## src/rtl/nvm_pkg.sv

```systemverilog
`timescale 1ns/1ps
// Shared constants and types for the data byte store controller.
// Assumes an 8-bit control register layout; bit positions are fixed by software.
package nvm_pkg;
    localparam int REG_SEL_W = 3;

    localparam logic [REG_SEL_W-1:0] SEL_CTRL = 3'd0;
    localparam logic [REG_SEL_W-1:0] SEL_ADDR = 3'd1;
    localparam logic [REG_SEL_W-1:0] SEL_DATA = 3'd2;
    localparam logic [REG_SEL_W-1:0] SEL_KEY  = 3'd3;
    localparam logic [REG_SEL_W-1:0] SEL_FLAG = 3'd4;

    localparam int B_PGM   = 7;
    localparam int B_CFG   = 6;
    localparam int B_ERASE = 4;
    localparam int B_ERR   = 3;
    localparam int B_WEN   = 2;
    localparam int B_WGO   = 1;
    localparam int B_RGO   = 0;

    typedef enum logic [1:0] {
        KEY_IDLE  = 2'd0,
        KEY_HALF  = 2'd1,
        KEY_ARMED = 2'd2
    } key_state_t;
endpackage

```

## src/rtl/nvm_unlock_fsm.sv

```systemverilog
`timescale 1ns/1ps
// Unlock tracker: follows consecutive bus writes and reports "armed" once the
// keyhole has received KEY1 then KEY2 with no other bus write in between.
// Assumes every bus write is one cycle of bus_we; flush forces idle.
module nvm_unlock_fsm
    import nvm_pkg::*;
#(
    parameter int               DATA_W = 8,
    parameter logic [DATA_W-1:0] KEY1  = 8'h55,
    parameter logic [DATA_W-1:0] KEY2  = 8'hAA
) (
    input  logic              clk,
    input  logic              rst_n,
    input  logic              flush,
    input  logic              bus_we,
    input  logic              key_sel,
    input  logic [DATA_W-1:0] wdata,
    output logic              armed
);
    key_state_t state_q;

    // Advance on the expected key, fall back to idle on anything else.
    always_ff @(posedge clk) begin
        if (!rst_n || flush) begin
            state_q <= KEY_IDLE;
        end else if (bus_we) begin
            case (state_q)
                KEY_IDLE:  state_q <= (key_sel && wdata == KEY1) ? KEY_HALF  : KEY_IDLE;
                KEY_HALF:  state_q <= (key_sel && wdata == KEY2) ? KEY_ARMED : KEY_IDLE;
                default:   state_q <= KEY_IDLE;
            endcase
        end
    end

    assign armed = (state_q == KEY_ARMED);
endmodule

```

## src/rtl/nvm_write_timer.sv

```systemverilog
`timescale 1ns/1ps
// Self-timed write sequencer: busy for exactly WRITE_CYCLES cycles after start,
// then a one-cycle done pulse. Abort drops busy with no done pulse.
// Assumes start is only raised while not busy; WRITE_CYCLES >= 1.
module nvm_write_timer #(
    parameter int WRITE_CYCLES = 64
) (
    input  logic clk,
    input  logic rst_n,
    input  logic start,
    input  logic abort,
    output logic busy,
    output logic done
);
    localparam int CNT_W = $clog2(WRITE_CYCLES + 1);

    logic [CNT_W-1:0] cnt_q;

    // Completion fires on the last counted cycle unless aborted.
    assign done = busy && (cnt_q == CNT_W'(1)) && !abort;

    // Load, count down and retire the write.
    always_ff @(posedge clk) begin
        if (!rst_n) begin
            busy  <= 1'b0;
            cnt_q <= '0;
        end else if (abort) begin
            busy  <= 1'b0;
            cnt_q <= '0;
        end else if (start) begin
            busy  <= 1'b1;
            cnt_q <= CNT_W'(WRITE_CYCLES);
        end else if (busy) begin
            cnt_q <= cnt_q - CNT_W'(1);
            if (cnt_q == CNT_W'(1)) begin
                busy <= 1'b0;
            end
        end
    end
endmodule

```

## src/rtl/nvm_store.sv

```systemverilog
`timescale 1ns/1ps
// Byte array standing in for the nonvolatile cells: one write port, one
// combinational read port. Contents are not reset (nonvolatile model).
module nvm_store #(
    parameter int ADDR_W = 8,
    parameter int DATA_W = 8
) (
    input  logic              clk,
    input  logic              we,
    input  logic [ADDR_W-1:0] waddr,
    input  logic [DATA_W-1:0] wdata,
    input  logic [ADDR_W-1:0] raddr,
    output logic [DATA_W-1:0] rdata
);
    localparam int DEPTH = 1 << ADDR_W;

    logic [DATA_W-1:0] cells [DEPTH];

    // Commit a byte at the end of a timed write.
    always_ff @(posedge clk) begin
        if (we) begin
            cells[waddr] <= wdata;
        end
    end

    assign rdata = cells[raddr];
endmodule

```

## src/rtl/nvm_byte_ctrl.sv

```systemverilog
`timescale 1ns/1ps
// Data byte store controller: bus-visible control, address, data, keyhole and
// completion-flag registers around an unlock tracker, a write timer and the
// byte array. Assumes ADDR_W <= DATA_W and DATA_W >= 8. rst_n is power-up,
// core_rst_hit is a later chip reset that only aborts and partly clears.
module nvm_byte_ctrl
    import nvm_pkg::*;
#(
    parameter int ADDR_W       = 8,
    parameter int DATA_W       = 8,
    parameter int WRITE_CYCLES = 64
) (
    input  logic                 clk,
    input  logic                 rst_n,
    input  logic [REG_SEL_W-1:0] bus_addr,
    input  logic                 bus_we,
    input  logic [DATA_W-1:0]    bus_wdata,
    output logic [DATA_W-1:0]    bus_rdata,
    input  logic                 core_rst_hit,
    input  logic                 pwrt_active,
    output logic                 wdone_irq
);
    // Control fields.
    logic pgm_q, cfg_q, erase_q, err_q, wen_q, rgo_q;
    logic [ADDR_W-1:0] addr_q;
    logic [DATA_W-1:0] data_q;
    logic              irq_q;

    logic busy, done, armed;
    logic [DATA_W-1:0] cell_rd;

    // Decoded, lock-qualified bus writes.
    logic ctrl_wr, addr_wr, data_wr, flag_wr, key_sel;
    logic start_wr, start_rd;

    assign key_sel  = (bus_addr == SEL_KEY);
    assign ctrl_wr  = bus_we && (bus_addr == SEL_CTRL) && !busy && !core_rst_hit;
    assign addr_wr  = bus_we && (bus_addr == SEL_ADDR) && !busy && !core_rst_hit;
    assign data_wr  = bus_we && (bus_addr == SEL_DATA) && !busy && !core_rst_hit;
    assign flag_wr  = bus_we && (bus_addr == SEL_FLAG);

    // Write needs enable from an earlier write, an armed tracker and no power-up hold.
    assign start_wr = ctrl_wr && bus_wdata[B_WGO] && wen_q && armed && !pwrt_active;
    // Read needs the program-store select clear in the value written; a write start wins.
    assign start_rd = ctrl_wr && bus_wdata[B_RGO] && !bus_wdata[B_PGM] && !start_wr;

    nvm_unlock_fsm #(
        .DATA_W (DATA_W),
        .KEY1   (DATA_W'(8'h55)),
        .KEY2   (DATA_W'(8'hAA))
    ) u_unlock (
        .clk     (clk),
        .rst_n   (rst_n),
        .flush   (busy || core_rst_hit),
        .bus_we  (bus_we),
        .key_sel (key_sel),
        .wdata   (bus_wdata),
        .armed   (armed)
    );

    nvm_write_timer #(
        .WRITE_CYCLES (WRITE_CYCLES)
    ) u_timer (
        .clk   (clk),
        .rst_n (rst_n),
        .start (start_wr),
        .abort (core_rst_hit),
        .busy  (busy),
        .done  (done)
    );

    nvm_store #(
        .ADDR_W (ADDR_W),
        .DATA_W (DATA_W)
    ) u_store (
        .clk   (clk),
        .we    (done),
        .waddr (addr_q),
        .wdata (data_q),
        .raddr (addr_q),
        .rdata (cell_rd)
    );

    // Control register: plain fields, set-only read start, abort bookkeeping.
    always_ff @(posedge clk) begin
        if (!rst_n) begin
            pgm_q   <= 1'b0;
            cfg_q   <= 1'b0;
            erase_q <= 1'b0;
            err_q   <= 1'b0;
            wen_q   <= 1'b0;
            rgo_q   <= 1'b0;
        end else if (core_rst_hit) begin
            wen_q <= 1'b0;
            rgo_q <= 1'b0;
            if (busy) begin
                err_q <= 1'b1;
            end
        end else begin
            if (ctrl_wr) begin
                pgm_q   <= bus_wdata[B_PGM];
                cfg_q   <= bus_wdata[B_CFG];
                erase_q <= bus_wdata[B_ERASE];
                err_q   <= bus_wdata[B_ERR];
                wen_q   <= bus_wdata[B_WEN];
            end
            rgo_q <= start_rd;
        end
    end

    // Address register: bus-loaded unless locked; cleared by a core reset.
    always_ff @(posedge clk) begin
        if (!rst_n || core_rst_hit) begin
            addr_q <= '0;
        end else if (addr_wr) begin
            addr_q <= bus_wdata[ADDR_W-1:0];
        end
    end

    // Data register: array fetch has priority over a bus load.
    always_ff @(posedge clk) begin
        if (!rst_n || core_rst_hit) begin
            data_q <= '0;
        end else if (rgo_q) begin
            data_q <= cell_rd;
        end else if (data_wr) begin
            data_q <= bus_wdata;
        end
    end

    // Completion flag: hardware set beats a software clear in the same cycle.
    always_ff @(posedge clk) begin
        if (!rst_n) begin
            irq_q <= 1'b0;
        end else if (done) begin
            irq_q <= 1'b1;
        end else if (flag_wr && !bus_wdata[0]) begin
            irq_q <= 1'b0;
        end
    end

    assign wdone_irq = irq_q;

    // Read-back views widened to the bus.
    logic [DATA_W-1:0] ctrl_view, addr_view, flag_view;

    // Assemble the control view; bit 5 is never driven.
    always_comb begin
        ctrl_view          = '0;
        ctrl_view[B_PGM]   = pgm_q;
        ctrl_view[B_CFG]   = cfg_q;
        ctrl_view[B_ERASE] = erase_q;
        ctrl_view[B_ERR]   = err_q;
        ctrl_view[B_WEN]   = wen_q;
        ctrl_view[B_WGO]   = busy;
        ctrl_view[B_RGO]   = rgo_q;
    end

    // Zero-extend address and flag.
    always_comb begin
        addr_view              = '0;
        addr_view[ADDR_W-1:0]  = addr_q;
        flag_view              = '0;
        flag_view[0]           = irq_q;
    end

    // Register read multiplexer; the keyhole has no storage.
    always_comb begin
        case (bus_addr)
            SEL_CTRL: bus_rdata = ctrl_view;
            SEL_ADDR: bus_rdata = addr_view;
            SEL_DATA: bus_rdata = data_q;
            SEL_FLAG: bus_rdata = flag_view;
            default:  bus_rdata = '0;
        endcase
    end
endmodule

```

## config.mk

```make
export PLATFORM = sky130hd
export DESIGN_NAME = nvm_byte_ctrl
export DESIGN_NICKNAME = d
export VERILOG_FILES = /design/src/rtl/nvm_pkg.sv /design/src/rtl/nvm_unlock_fsm.sv /design/src/rtl/nvm_write_timer.sv /design/src/rtl/nvm_store.sv /design/src/rtl/nvm_byte_ctrl.sv
export SDC_FILE = /design/constraint.sdc
export NUM_CORES = 2
export LEC_CHECK = 0
export BUFFER_PORTS_ARGS = -buffer_cell sky130_fd_sc_hd__buf_2
export CAP_MARGIN = 10
export CELL_PAD_IN_SITES_DETAIL_PLACEMENT = 0
export CELL_PAD_IN_SITES_GLOBAL_PLACEMENT = 2
export CORE_MARGIN = 3
export CORE_UTILIZATION = 50
export DETAILED_ROUTE_END_ITERATION = 16
export PLACE_DENSITY_LB_ADDON = 0.15
export SETUP_SLACK_MARGIN = 0.3
export SLEW_MARGIN = 20
export SYNTH_ARGS = -nofsm -noshare
export SYNTH_HDL_FRONTEND = slang
export SYNTH_SLANG_ARGS = --single-unit
```

## constraint.sdc

```tcl
create_clock -name clk -period 10 [get_ports clk]
set_clock_uncertainty 0.1 [all_clocks]
set_input_delay 0.5 -clock clk [delete_from_list [all_inputs] [get_ports clk]]
set_output_delay 0.5 -clock clk [all_outputs]
set_load 0.1 [all_outputs]
```

-- Word-level counts from Yosys, hierarchy flattened
Memory sizes are Yosys's and may differ from the RTL's. A register that Yosys moved wholly into a read port is not among the register bits.
Cells that the tools add are included.
- word-level logic and storage cells: 89
- input bits: 16
- RAM bits: 2048
- register bits after elaboration: 33
- memories kept: 1
- output and inout bits: 9
- memory list (memory ; depth ; width ; read ports ; clocked after memory_dff ; wr ports ; RTL line ; source):
    u_store.cells ; 256 ; 8 ; 1 ; 1 ; 1 ; nvm_store.sv:17 ; logic [DATA_W-1:0] cells [DEPTH];
- reduce and logical (&&, ||, !) cells: 42
- bitwise logic cells: 2
- equality and inequality tests: 10
- add/subtract/negate cells: 1
- multiplexer cells: 20
- operator list (operator ; count):
    8-bit two-way mux ; 4
    8-bit case mux with 4 select lines ; 1
    1-bit logical AND ; 22
    7-bit two-way mux ; 2
    1-bit two-way mux ; 11
    8-bit by 7-bit equality test with 1-bit output (second input constant) ; 1
    8-bit equality test (second input constant) ; 1
    2-bit nonzero test ; 4
    7-bit by 1-bit equality test with 1-bit output (second input constant) ; 1
    1-bit zero test ; 7
    7-bit by 1-bit subtractor with 7-bit output (second input constant) ; 1
    3-bit by 2-bit equality test with 1-bit output (second input constant) ; 2
    2-bit case mux with 2 select lines ; 1
    2-bit AND reduction ; 2
    3-bit by 1-bit equality test with 1-bit output (second input constant) ; 1
    3-bit equality test (second input constant) ; 1
    3-bit zero test ; 1
    1-bit logical OR ; 3
    3-bit OR reduction ; 1
    2-bit by 1-bit equality test with 1-bit output (second input constant) ; 1
    2-bit equality test (second input constant) ; 1
    2-bit zero test ; 1
    2-bit two-way mux ; 1
    2-bit by 1-bit != test with 1-bit output (second input constant) ; 1
    other kinds (2) ; 3

-- Logic depth before layout (Yosys ltp)
- depth in word-level cells: 10
- gate-level depth with buffers: 13
- mapped depth without buffers: 8

-- Modules after synthesis
A second synthesis with hierarchy kept.
- cell total of the unflattened synthesis: 3935
- area, all modules: 81237.9 µm²
- modules (own cells, without submodules) (module ; area an instance (µm²) ; cells each ; sequential area each (µm²) ; instances):
    nvm_store ; 79396.1 ; 3725 ; 61499.0 ; 1
    nvm_byte_ctrl ; 1307.5 ; 153 ; 460.4 ; 1
    nvm_write_timer ; 390.4 ; 42 ; 160.2 ; 1
    nvm_unlock_fsm ; 143.9 ; 15 ; 40.0 ; 1

-- Least setup slack after synthesis
No wires, ideal clock.
- kind: flip-flop to output port
- from: reg data_q[5]
- to: out bus_rdata[5]
- stages on the path, launching flop included: 3
- data required time: 9400 ps
- path buffers: 0
- arrival: 5227 ps
- slack: 4173 ps
- cells stage by stage: dfxtp_1 > a22oi_1 > nor2_1
- cells in the longest elaborated chain, start to end: 1
- ends and longest elaborated chain (element ; RTL line ; source):
    from (decl) ; nvm_byte_ctrl.sv:26 ; logic [DATA_W-1:0] data_q;
    from (signal assigned) ; nvm_byte_ctrl.sv:125 ; data_q <= cell_rd;
    from (signal assigned) ; nvm_byte_ctrl.sv:127 ; data_q <= bus_wdata;
    8-bit case mux with 4 select lines ; nvm_byte_ctrl.sv:169 ; case (bus_addr)
    to (decl) ; nvm_byte_ctrl.sv:18 ; output logic [DATA_W-1:0] bus_rdata,
No other way between the ends.

==> reports/results.tsv <==
metric	value	unit
grtUsageTotal	26.50	%
dp_cells	6061	
critPathCaptureType	flip-flop	
synth_simple_gate_area_share	3.670	%
area_delta_synth_final	11.24	%
fp.dieW	410.0	microns
rsz0062_at_grt	no	
port_buffers	24	
cp.arrival	5.17	ns
holdWs	0.06508	ns
core.rowCount	147	
layoutNonFillerInstCount	6460	
place_ws	5.463	ns
num-fill-cells	12253	
synth_fp_nets	4043	
startpoint_type	flip-flop	
multi_input_area	17940	sq um
clkLatencyLatePin	0.84	ns
ios	25	
finalMaxSlewViolations	0	
fin_setup_tns	0	ns
worst_slack	5.422	ns
dr.first_iter.drc_count	4537	
synth_seq_cells	2089	
post_cts_buffers	0	
final_cell_mix	2048 x edfxtp_1, 471 x mux4_2, 326 x nor2_1, 210 x clkbuf_16, 157 x nand2_1	
grt_max_degree	207	
synthAdderAreaFrac	0.03066	%
status	finished clean	
finalSetupViolations	0	
cp_max_fo	79	
cts_root_buffer	clkbuf_16	
async_flop_share	0	%
synth.area.mux_share	15.29	%
vias_per_cell	6.279	
cts_sinks	2089	
grt_pass1_vias	40860	
place.gp.congestion	0.8282	
hpwlAfterDp	131200	microns
fmax	218.4	MHz
core-area	161300	sq um
ant_nets	0	
htreeDepth	4	
dr.pass1.iters	5	
cts.clk_slew.worst_paths	0.06	ns
synth_edf_count	2048	
synth.avg_cell_area	20.28	sq um
post-route-min-period	4.578	ns
period_share	45.78	%
die-height	410.0	microns
final-hold-violation-count	0	
drt_wl_total	220200	microns
wl_per_cell	34.09	microns
ys.flop_type	edfxtp_1	
gr-total-overflow	0	
powerDensity	189.3	nW/um^2
relSlewSlack	22.94	%
synth-compound-area-share	2.813	%
synthXorXnorAreaFrac	0.05366	%
leakage	0.03179	uW
start_util	50.60	%
maxCapViolations	0	
cts_buffer_depth	3	
cts_buffers	208	
final_layout_size_suffix_gt1_share	22.28	%
worst_pin_slew	1.156	ns
synth_top_family_by_area	multiplexers	
worstSetupPathType	reg2reg	
ys_types	70	
yosys_warnings	0	
seq_area	62370	sq um
drc	0	
ys_seq_area_share	76.36	%
final_common_cell	edfxtp_1	
antenna_found_initial	6	
synthCells	4025	
dieArea	168100	sq um
nets	4143	
hold_class	in2reg	
synth_area	81610	sq um
vias	40565	
worstPathRequired	10.60	ns
grt_pass1_wl	314400	microns
tritoncts	done	
irDropWorstVdd	198.3	uV
power by group:
part | switching (uW) | internal (uW)
combinational | 59.4 | 25.7
clock | 3320 | 4300
sequential | 3.54 | 9470
total | 3390 | 13800
sequential cells by signal, summed over array words and instances, names as in the netlist, named ones only:
name	cells
erase_q	1
wdone_irq	1
rgo_q	1
pgm_q	1
wen_q	1
u_timer.busy	1
u_store.cells	2048
cfg_q	1
u_unlock.state_q	2
addr_q	8
u_timer.cnt_q	7
data_q	8
err_q	1
worst paths after layout:
check	depth (start not counted)	start	end	slack [ns]
worst min-delay path	5	bus_wdata[3]	u_unlock.state_q[0]$_SDFFE_PP0P_	0.07
worst max-delay path	8	flip-flop	data_q[3]$_SDFFE_PP0P_	5.42
worst min register to register	2	erase_q$_SDFFE_PN0P_	erase_q$_SDFFE_PN0P_	0.37
worst max register to register	8	flip-flop	data_q[3]$_SDFFE_PP0P_	5.42
through the flow:
stage / total power, uW / area, sq um / util [%]
after floorplan: 9712 / 81610 / -
after global placement: 9742 / 83960 / 52.05
after detailed placement: 9743 / 83990 / 52.07
after CTS: 17290 / 90720 / 56.24
after global routing: 17640 / 90780 / 56.28
final: 17190 / 90780 / 56.28
logic make-up after synthesis:
group / count (synthesis)
multiplexers: 654
AND/OR/NAND/NOR: 690
buffers and inverters: 246
flip-flops: 2089
AO/OA/AOI/OAI: 339
XOR/XNOR: 5
adder cells (fa/ha/maj): 2
critical path, cell delays in order (launching register included):
cell and delay [ns]:
dfxtp_4 0.72, buf_12 0.45, or2_2 0.80, o22ai_1 0.21, o21ai_0 0.24, a21oi_1 0.24, or4_1 0.74, a311oi_1 0.54
a21oi_1 0.15
routing by layer:
metal	global-route usage (%)	vias to the layer above	share of wire [%]
li1	-	16793	-
met1	38.28	21813	42
met2	41.18	1649	48
met5	0	-	0.0059
met4	8.277	2	3.2
met3	5.330	308	7.6
cell type report:
cell class                      instances  area share, %
Sequential cell                      2089          68.70
Multi-Input combinational cell       1690          19.77
Clock buffer                          256          5.979
Tap cell                             2160          2.977
Clock inverter                        128          1.311
Timing Repair Buffer                  127          1.227
Inverter                                9        0.03997
Antenna cell                            1       0.002756
what timing repair did:
| item | 4_1_cts | 5_1_grt |
|---|---|---|
| hold endpoints to repair | 23 | 0 |
| gates resized for setup | 0 | 0 |
| hold buffers | 12 | 0 |
Yosys cell counts, types with 20 or more instances:
cell      instances  area share (%)
o22ai_1          55            0.42
a31oi_1          21            0.16
mux2_2           29            0.40
nand3_1          59            0.36
nor2_1          330             1.5
edfxtp_1       2048              75
nor2b_1          23            0.18
nor3_1           28            0.17
nand2_1         169            0.78
dfxtp_1          41             1.0
mux4_2          471              13
a221oi_1         20            0.21
buf_6            35            0.48
a21oi_1          62            0.38
o21ai_0          46            0.28
mux2i_1         154             1.9
clkbuf_1         90            0.41
a22oi_1          39            0.36
buf_4            26            0.24
buf_2            62            0.38
(Power assumes the default switching activity.)
